### src/rtl/ift_pkg.sv
package ift_pkg;

    localparam int unsigned VA_W  = 32;
    localparam int unsigned OFF_W = 12;
    localparam int unsigned VPN_W = VA_W - OFF_W;

    typedef logic [VPN_W-1:0] vpn_t;
    typedef logic [OFF_W-1:0] off_t;

    typedef struct packed {
        logic valid;
        vpn_t vpn;
    } slot_t;

    typedef enum logic {
        ST_IDLE = 1'b0,
        ST_SCAN = 1'b1
    } scan_state_e;

    function automatic vpn_t page_of(input logic [VA_W-1:0] va);
        return va[VA_W-1:OFF_W];
    endfunction

    function automatic off_t offset_of(input logic [VA_W-1:0] va);
        return va[OFF_W-1:0];
    endfunction

    function automatic logic slot_hit(input slot_t s, input vpn_t key);
        return s.valid && (s.vpn == key);
    endfunction

endpackage

### src/rtl/ift_slot_store.sv
module ift_slot_store
    import ift_pkg::*;
#(
    parameter int unsigned N_FRAMES = 64,
    localparam int unsigned FRAME_W = $clog2(N_FRAMES)
) (
    input  logic               clk,
    input  logic               rst,
    input  logic               we,
    input  logic [FRAME_W-1:0] waddr,
    input  slot_t              wdata,
    input  logic [FRAME_W-1:0] raddr,
    output slot_t              rdata
);

    slot_t              slots [N_FRAMES];
    logic [N_FRAMES-1:0] sel;

    for (genvar g = 0; g < N_FRAMES; g++) begin : g_sel
        assign sel[g] = we && (waddr == FRAME_W'(g));
    end

    always_ff @(posedge clk) begin
        for (int i = 0; i < N_FRAMES; i++) begin
            if (rst) begin
                slots[i] <= '0;
            end else if (sel[i]) begin
                slots[i] <= wdata;
            end
        end
    end

    assign rdata = slots[raddr];

endmodule

### src/rtl/ift_scan_ctrl.sv
module ift_scan_ctrl
    import ift_pkg::*;
#(
    parameter int unsigned N_FRAMES = 64,
    localparam int unsigned FRAME_W = $clog2(N_FRAMES),
    localparam int unsigned PA_W    = FRAME_W + OFF_W
) (
    input  logic               clk,
    input  logic               rst,
    input  logic               start,
    input  vpn_t               start_key,
    input  off_t               start_off,
    input  slot_t              cur_slot,
    output logic [FRAME_W-1:0] cur_idx,
    output logic               busy,
    output logic               rsp_valid,
    output logic               rsp_fault,
    output logic [PA_W-1:0]    rsp_paddr
);

    localparam logic [FRAME_W-1:0] LAST_IDX = FRAME_W'(N_FRAMES - 1);

    scan_state_e state;
    vpn_t        key_q;
    off_t        off_q;
    logic        hit;

    assign hit  = slot_hit(cur_slot, key_q);
    assign busy = (state == ST_SCAN);

    always_ff @(posedge clk) begin
        if (rst) begin
            state     <= ST_IDLE;
            cur_idx   <= '0;
            key_q     <= '0;
            off_q     <= '0;
            rsp_valid <= 1'b0;
            rsp_fault <= 1'b0;
            rsp_paddr <= '0;
        end else begin
            rsp_valid <= 1'b0;
            unique case (state)
                ST_IDLE: begin
                    if (start) begin
                        key_q   <= start_key;
                        off_q   <= start_off;
                        cur_idx <= '0;
                        state   <= ST_SCAN;
                    end
                end
                ST_SCAN: begin
                    if (hit) begin
                        rsp_valid <= 1'b1;
                        rsp_fault <= 1'b0;
                        rsp_paddr <= {cur_idx, off_q};
                        state     <= ST_IDLE;
                    end else if (cur_idx == LAST_IDX) begin
                        rsp_valid <= 1'b1;
                        rsp_fault <= 1'b1;
                        rsp_paddr <= '0;
                        state     <= ST_IDLE;
                    end else begin
                        cur_idx <= cur_idx + 1'b1;
                    end
                end
                default: state <= ST_IDLE;
            endcase
        end
    end

endmodule

### src/rtl/ift_search.sv
module ift_search
    import ift_pkg::*;
#(
    parameter int unsigned N_FRAMES = 64,
    localparam int unsigned FRAME_W = $clog2(N_FRAMES),
    localparam int unsigned PA_W    = FRAME_W + OFF_W
) (
    input  logic               clk,
    input  logic               rst,
    input  logic               req_valid,
    output logic               req_ready,
    input  logic [VA_W-1:0]    req_vaddr,
    input  logic               wr_valid,
    output logic               wr_ready,
    input  logic [FRAME_W-1:0] wr_frame,
    input  logic [VPN_W-1:0]   wr_vpn,
    input  logic               wr_entry_valid,
    output logic               rsp_valid,
    output logic               rsp_fault,
    output logic [PA_W-1:0]    rsp_paddr
);

    logic               busy;
    logic               req_fire;
    logic               wr_fire;
    logic [FRAME_W-1:0] scan_idx;
    slot_t              scan_slot;
    slot_t              wr_slot;

    assign req_ready = !busy;
    assign wr_ready  = !busy;
    assign req_fire  = req_valid && req_ready;
    assign wr_fire   = wr_valid && wr_ready;

    assign wr_slot.valid = wr_entry_valid;
    assign wr_slot.vpn   = wr_vpn;

    ift_slot_store #(.N_FRAMES(N_FRAMES)) u_store (
        .clk   (clk),
        .rst   (rst),
        .we    (wr_fire),
        .waddr (wr_frame),
        .wdata (wr_slot),
        .raddr (scan_idx),
        .rdata (scan_slot)
    );

    ift_scan_ctrl #(.N_FRAMES(N_FRAMES)) u_ctrl (
        .clk       (clk),
        .rst       (rst),
        .start     (req_fire),
        .start_key (page_of(req_vaddr)),
        .start_off (offset_of(req_vaddr)),
        .cur_slot  (scan_slot),
        .cur_idx   (scan_idx),
        .busy      (busy),
        .rsp_valid (rsp_valid),
        .rsp_fault (rsp_fault),
        .rsp_paddr (rsp_paddr)
    );

endmodule

### config.mk
export PLATFORM = sky130hd
export DESIGN_NAME = ift_search
export DESIGN_NICKNAME = d
export VERILOG_FILES = /design/src/rtl/ift_pkg.sv /design/src/rtl/ift_slot_store.sv /design/src/rtl/ift_scan_ctrl.sv /design/src/rtl/ift_search.sv
export SDC_FILE = /design/constraint.sdc
export NUM_CORES = 2
export LEC_CHECK = 0
export BUFFER_PORTS_ARGS = -buffer_cell sky130_fd_sc_hd__buf_2
export CORE_ASPECT_RATIO = 2
export CORE_MARGIN = 3
export CORE_UTILIZATION = 55
export CTS_BUF_LIST = sky130_fd_sc_hd__clkbuf_8
export CTS_CLUSTER_DIAMETER = 30
export DETAILED_ROUTE_END_ITERATION = 7
export PLACE_DENSITY = 0.7
export SETUP_SLACK_MARGIN = 0.15
export SLEW_MARGIN = 10
export SYNTH_ARGS = -nofsm -noshare
export SYNTH_HDL_FRONTEND = slang
export SYNTH_HIERARCHICAL = 1
export SYNTH_SLANG_ARGS = --single-unit
### constraint.sdc
create_clock -name clk -period 10.8 [get_ports clk]
set_clock_uncertainty 0.2 [all_clocks]
set_input_delay 1.08 -clock clk [delete_from_list [all_inputs] [get_ports clk]]
set_output_delay 1.08 -clock clk [all_outputs]
set_load 0.05 [all_outputs]
==> summary.txt <==
Outcome
  – Status: finished with violations
  – Violations in the final reports: DRC

Synthesis
  – Post-Synth XOR/XNOR Area: 0.00272
  – Post-synth top area share: 0.626
  – Syn_nets: 4,528
  – Adder-Cell Fraction of Synth Area: 0.000194
  – Synthesized cell area: 0.0645 mm^2
  – Synth top area cells: edfxtp_1 (63%), and2_1 (13%), mux4_2 (8.7%)
  – Async S/R FF share, synth: 0
  – Synth Warn #: 6
  – Synthesized flop and latch total: 1,403
  – Post-synthesis mux area share: 0.120
  – Post-synthesis cell type count: 57
  – Prevailing post-synth register cell: edfxtp_1
  – Synth Area in Compound Gates: 0.0425
  – Largest family of logic cells by synthesized area: simple AND/OR/NAND/NOR gates
  – EDFF count, synth: 1,344
  – Cells after synthesis: 4,464
  – Post-synth top area cell: edfxtp_1
  – Simple-gate share of the synthesized area: 0.158
  – Synth top cells by count: and2_1 (1,348), edfxtp_1 (1,344), clkbuf_1 (315), mux4_2 (248), nand2_1 (187)
  – Count leader, synth: and2_1
  – Post-synthesis sequential area ratio: 0.644
  – Mean Syn Cell Area: 14.5 um^2

Critical path
  – Crit. End Element: flip-flop
  – Startpoint Class: flip-flop
  – FF-to-FF path depth: 12
  – Worst EP required: 11.38 ns
  – Crit path to: u_ctrl/rsp_paddr[1]
  – R2R Path End: u_ctrl/rsp_paddr[1]
  – Flop2flop setup slack: 4.95 ns
  – CP arrival: around 6.4 ns
  – Crit. Startpoint: u_ctrl/cur_idx[2]
  – Critical Path Fanout Max: 89
  – R2r startpoint: u_ctrl/cur_idx[2]
  – Crit Path Class: reg -> reg

Placement
  – Hpwl dp: 118 mm
  – Gpl congestion: 0.968
  – Port buffer count: 84
  – DP Cell Count: between 5,000 and 6,000

Global routing
  – Initial antenna violation count: 7
  – GRT met1 Usage: 0.348
  – Most Used Layer, Global Route: met2
  – First-pass GRT wire length: 271 mm
  – Total GRT Usage: 0.317
  – Met3 usage: 0.0583
  – GR Overflow Total: 0
  – Largest net degree at the start of global routing: 120
  – Vias in the first global route: 38,500
  – GR Layer Usage met2: 0.526

Detailed routing
  – Drt first pass iters: 8
  – Drc violations: 1
  – Detailed-route via count: between 30,000 and 40,000
  – DR vias/cell: 6.18
  – Post-Route WL: 191 mm
  – DR WL/cell: roughly 31 um
  – Remaining antenna violation count: 0
  – Initial drt markers: 4,049

Clock network
  – Clock slew at reported path FFs: 0.07 ns
  – CTS Sinks: 1,403
  – Post-CTS setup buffers: 0
  – Total CTS buffers: a little under 200
  – Post-cts sizing count: 0
  – Worst skew pair latency: 0.93 ns
  – Hold buffers post-CTS: 0
  – Root Driver: clkbuf_8
  – CTS tree: done
  – Clock buffer depth: 3
  – H-tree levels: 4

Floorplan
  – # rows: 177
  – I/O pin count: 85
  – Initial Util: 0.555
  – Die area: roughly 0.12 mm^2
  – Die Ht: 490 um
  – Core Area: 0.116 mm^2
  – Die width: 248 um

Timing
  – Period minus WS final: 5.85 ns
  – Hold slack: approximately 0.21 ns
  – Tcrit/Tclk final: 0.542
  – Slew Limit Fails: 0
  – Max_slew headroom: 0.0952
  – Worst Max-Slew Pin Slew: 1.34 ns
  – Setup TNS: 0 ns
  – FMAX: 0.171 GHz
  – Final setup violation count: 0
  – RSZ-0062 raised after global routing: false
  – Hold Fails Final Rpt: 0

Cells and area
  – Reg area: between 0.04 and 0.05 mm^2
  – Non-Filler Instances: 6,105
  – Synth-to-Final Area Change: 8.61%
  – Area of the multi-input gates: between 0.02 and 0.025 mm^2
  – Layout cells sized above 1: 0.194
  – FILL cells: approximately 9,000
  – Nets: roughly 4,500

Power and ir drop
  – Worst vdd rail ir drop: approximately 0.12 mV
  – Pwr/cell area: ~160 mW/mm^2
  – LEAKAGE: 24.7 nW

Job
  – Number of max-cap violations: 0

Hold path
  – Min-delay worst type: in -> reg
metal layers:
metal	vias to the layer above	routed length, um
met5	-	0
met4	0	20200
met3	625	13200
met2	1917	95600
met1	19100	61500
li1	16100	-
worst max-delay path, stage by stage (launching register included):
cell and delay, ns:
dfxtp_4 0.76, buf_12 0.55, buf_4 0.72, nor2_1 0.12, o21ai_0 1.06, a21oi_1 0.30
a211oi_2 0.32, xnor2_1 0.15, nand4_1 0.20, nor4_4 0.33, nand4_4 0.52, nand3_1 0.29
o21ai_1 0.09
state kept, by name, indices dropped and copies added, names as in the netlist:
signal and cells:
u_ctrl/cur_idx 6, u_ctrl/rsp_paddr 18, u_ctrl/busy 1, u_ctrl/key_q 20, u_store/slots 1344, u_ctrl/rsp_valid 1
u_ctrl/off_q 12, u_ctrl/rsp_fault 1
cell families after synthesis:
group	after synthesis
compound gates	383
xor+xnor	20
fa+ha+maj	1
buf+inv	458
flops	1403
mux	462
simple gates	1737
stage by stage:
stage	setup WS [ns]	utilization	cell area, um^2	total power, mW
global placement	5.13	0.570	66200	7.09
global route	4.74	0.602	70000	11.4
detailed placement	5.10	0.570	66200	7.11
CTS	5.08	0.602	70000	11.1
finish	4.95	0.603	70100	11.1
floorplan	7.17	-	64500	6.75
placed cells by master (no fill, tap or decap), types with 15 or more instances in the layout:
cell | netlist | final
nand2b_1 | 19 | 19
inv_1 | 5 | 59
dfxtp_1 | 59 | 54
a21oi_1 | 66 | 66
and2_1 | 1348 | 1348
o21ai_0 | 55 | 52
buf_2 | 62 | 81
clkbuf_8 | 0 | 199
mux2i_1 | 182 | 182
nor2_1 | 82 | 42
clkinv_1 | 0 | 43
mux4_2 | 248 | 248
a221oi_1 | 40 | 40
edfxtp_1 | 1344 | 1344
a22oi_1 | 44 | 43
nor2_2 | 10 | 50
clkinv_2 | 0 | 21
a32o_1 | 15 | 15
mux2_2 | 32 | 32
o21bai_2 | 0 | 51
buf_4 | 33 | 117
nand3_1 | 45 | 45
o21ai_1 | 18 | 21
a2bb2oi_1 | 15 | 15
nand2_1 | 187 | 187
layout make-up:
cell class / instances / area share
Timing Repair Buffer: 204 / 0.0200
Clock buffer: 199 / 0.0391
Multi-Input combinational cell: 2603 / 0.305
Inverter: 5 / 0.000268
Sequential cell: 1403 / 0.593
Clock inverter: 157 / 0.0149
Antenna cell: 13 / 0.000464
Tap cell: 1521 / 0.0272
worst min path at each step:
stage                     depth (start not counted)  slack [ns]            start              end
after global placement                            2        0.24  u_ctrl/off_q[1]  u_ctrl/off_q[1]
after global routing                              3        0.18     req_vaddr[1]  u_ctrl/off_q[1]
after floorplan                                   2        0.24  u_ctrl/off_q[0]  u_ctrl/off_q[0]
after detailed placement                          2        0.25  u_ctrl/off_q[8]  u_ctrl/off_q[8]
after CTS                                         3        0.13    req_vaddr[16]  u_ctrl/key_q[4]
final                                             3        0.21     req_vaddr[8]  u_ctrl/off_q[8]
where the power goes:
group | internal (mW) | switching (mW)
Combinational | 0.243 | 0.545
Clock | 2.02 | 2.04
Sequential | 6.14 | 0.0738
Total | 8.40 | 2.65
No activity file was read; power rests on OpenSTA's default activity.
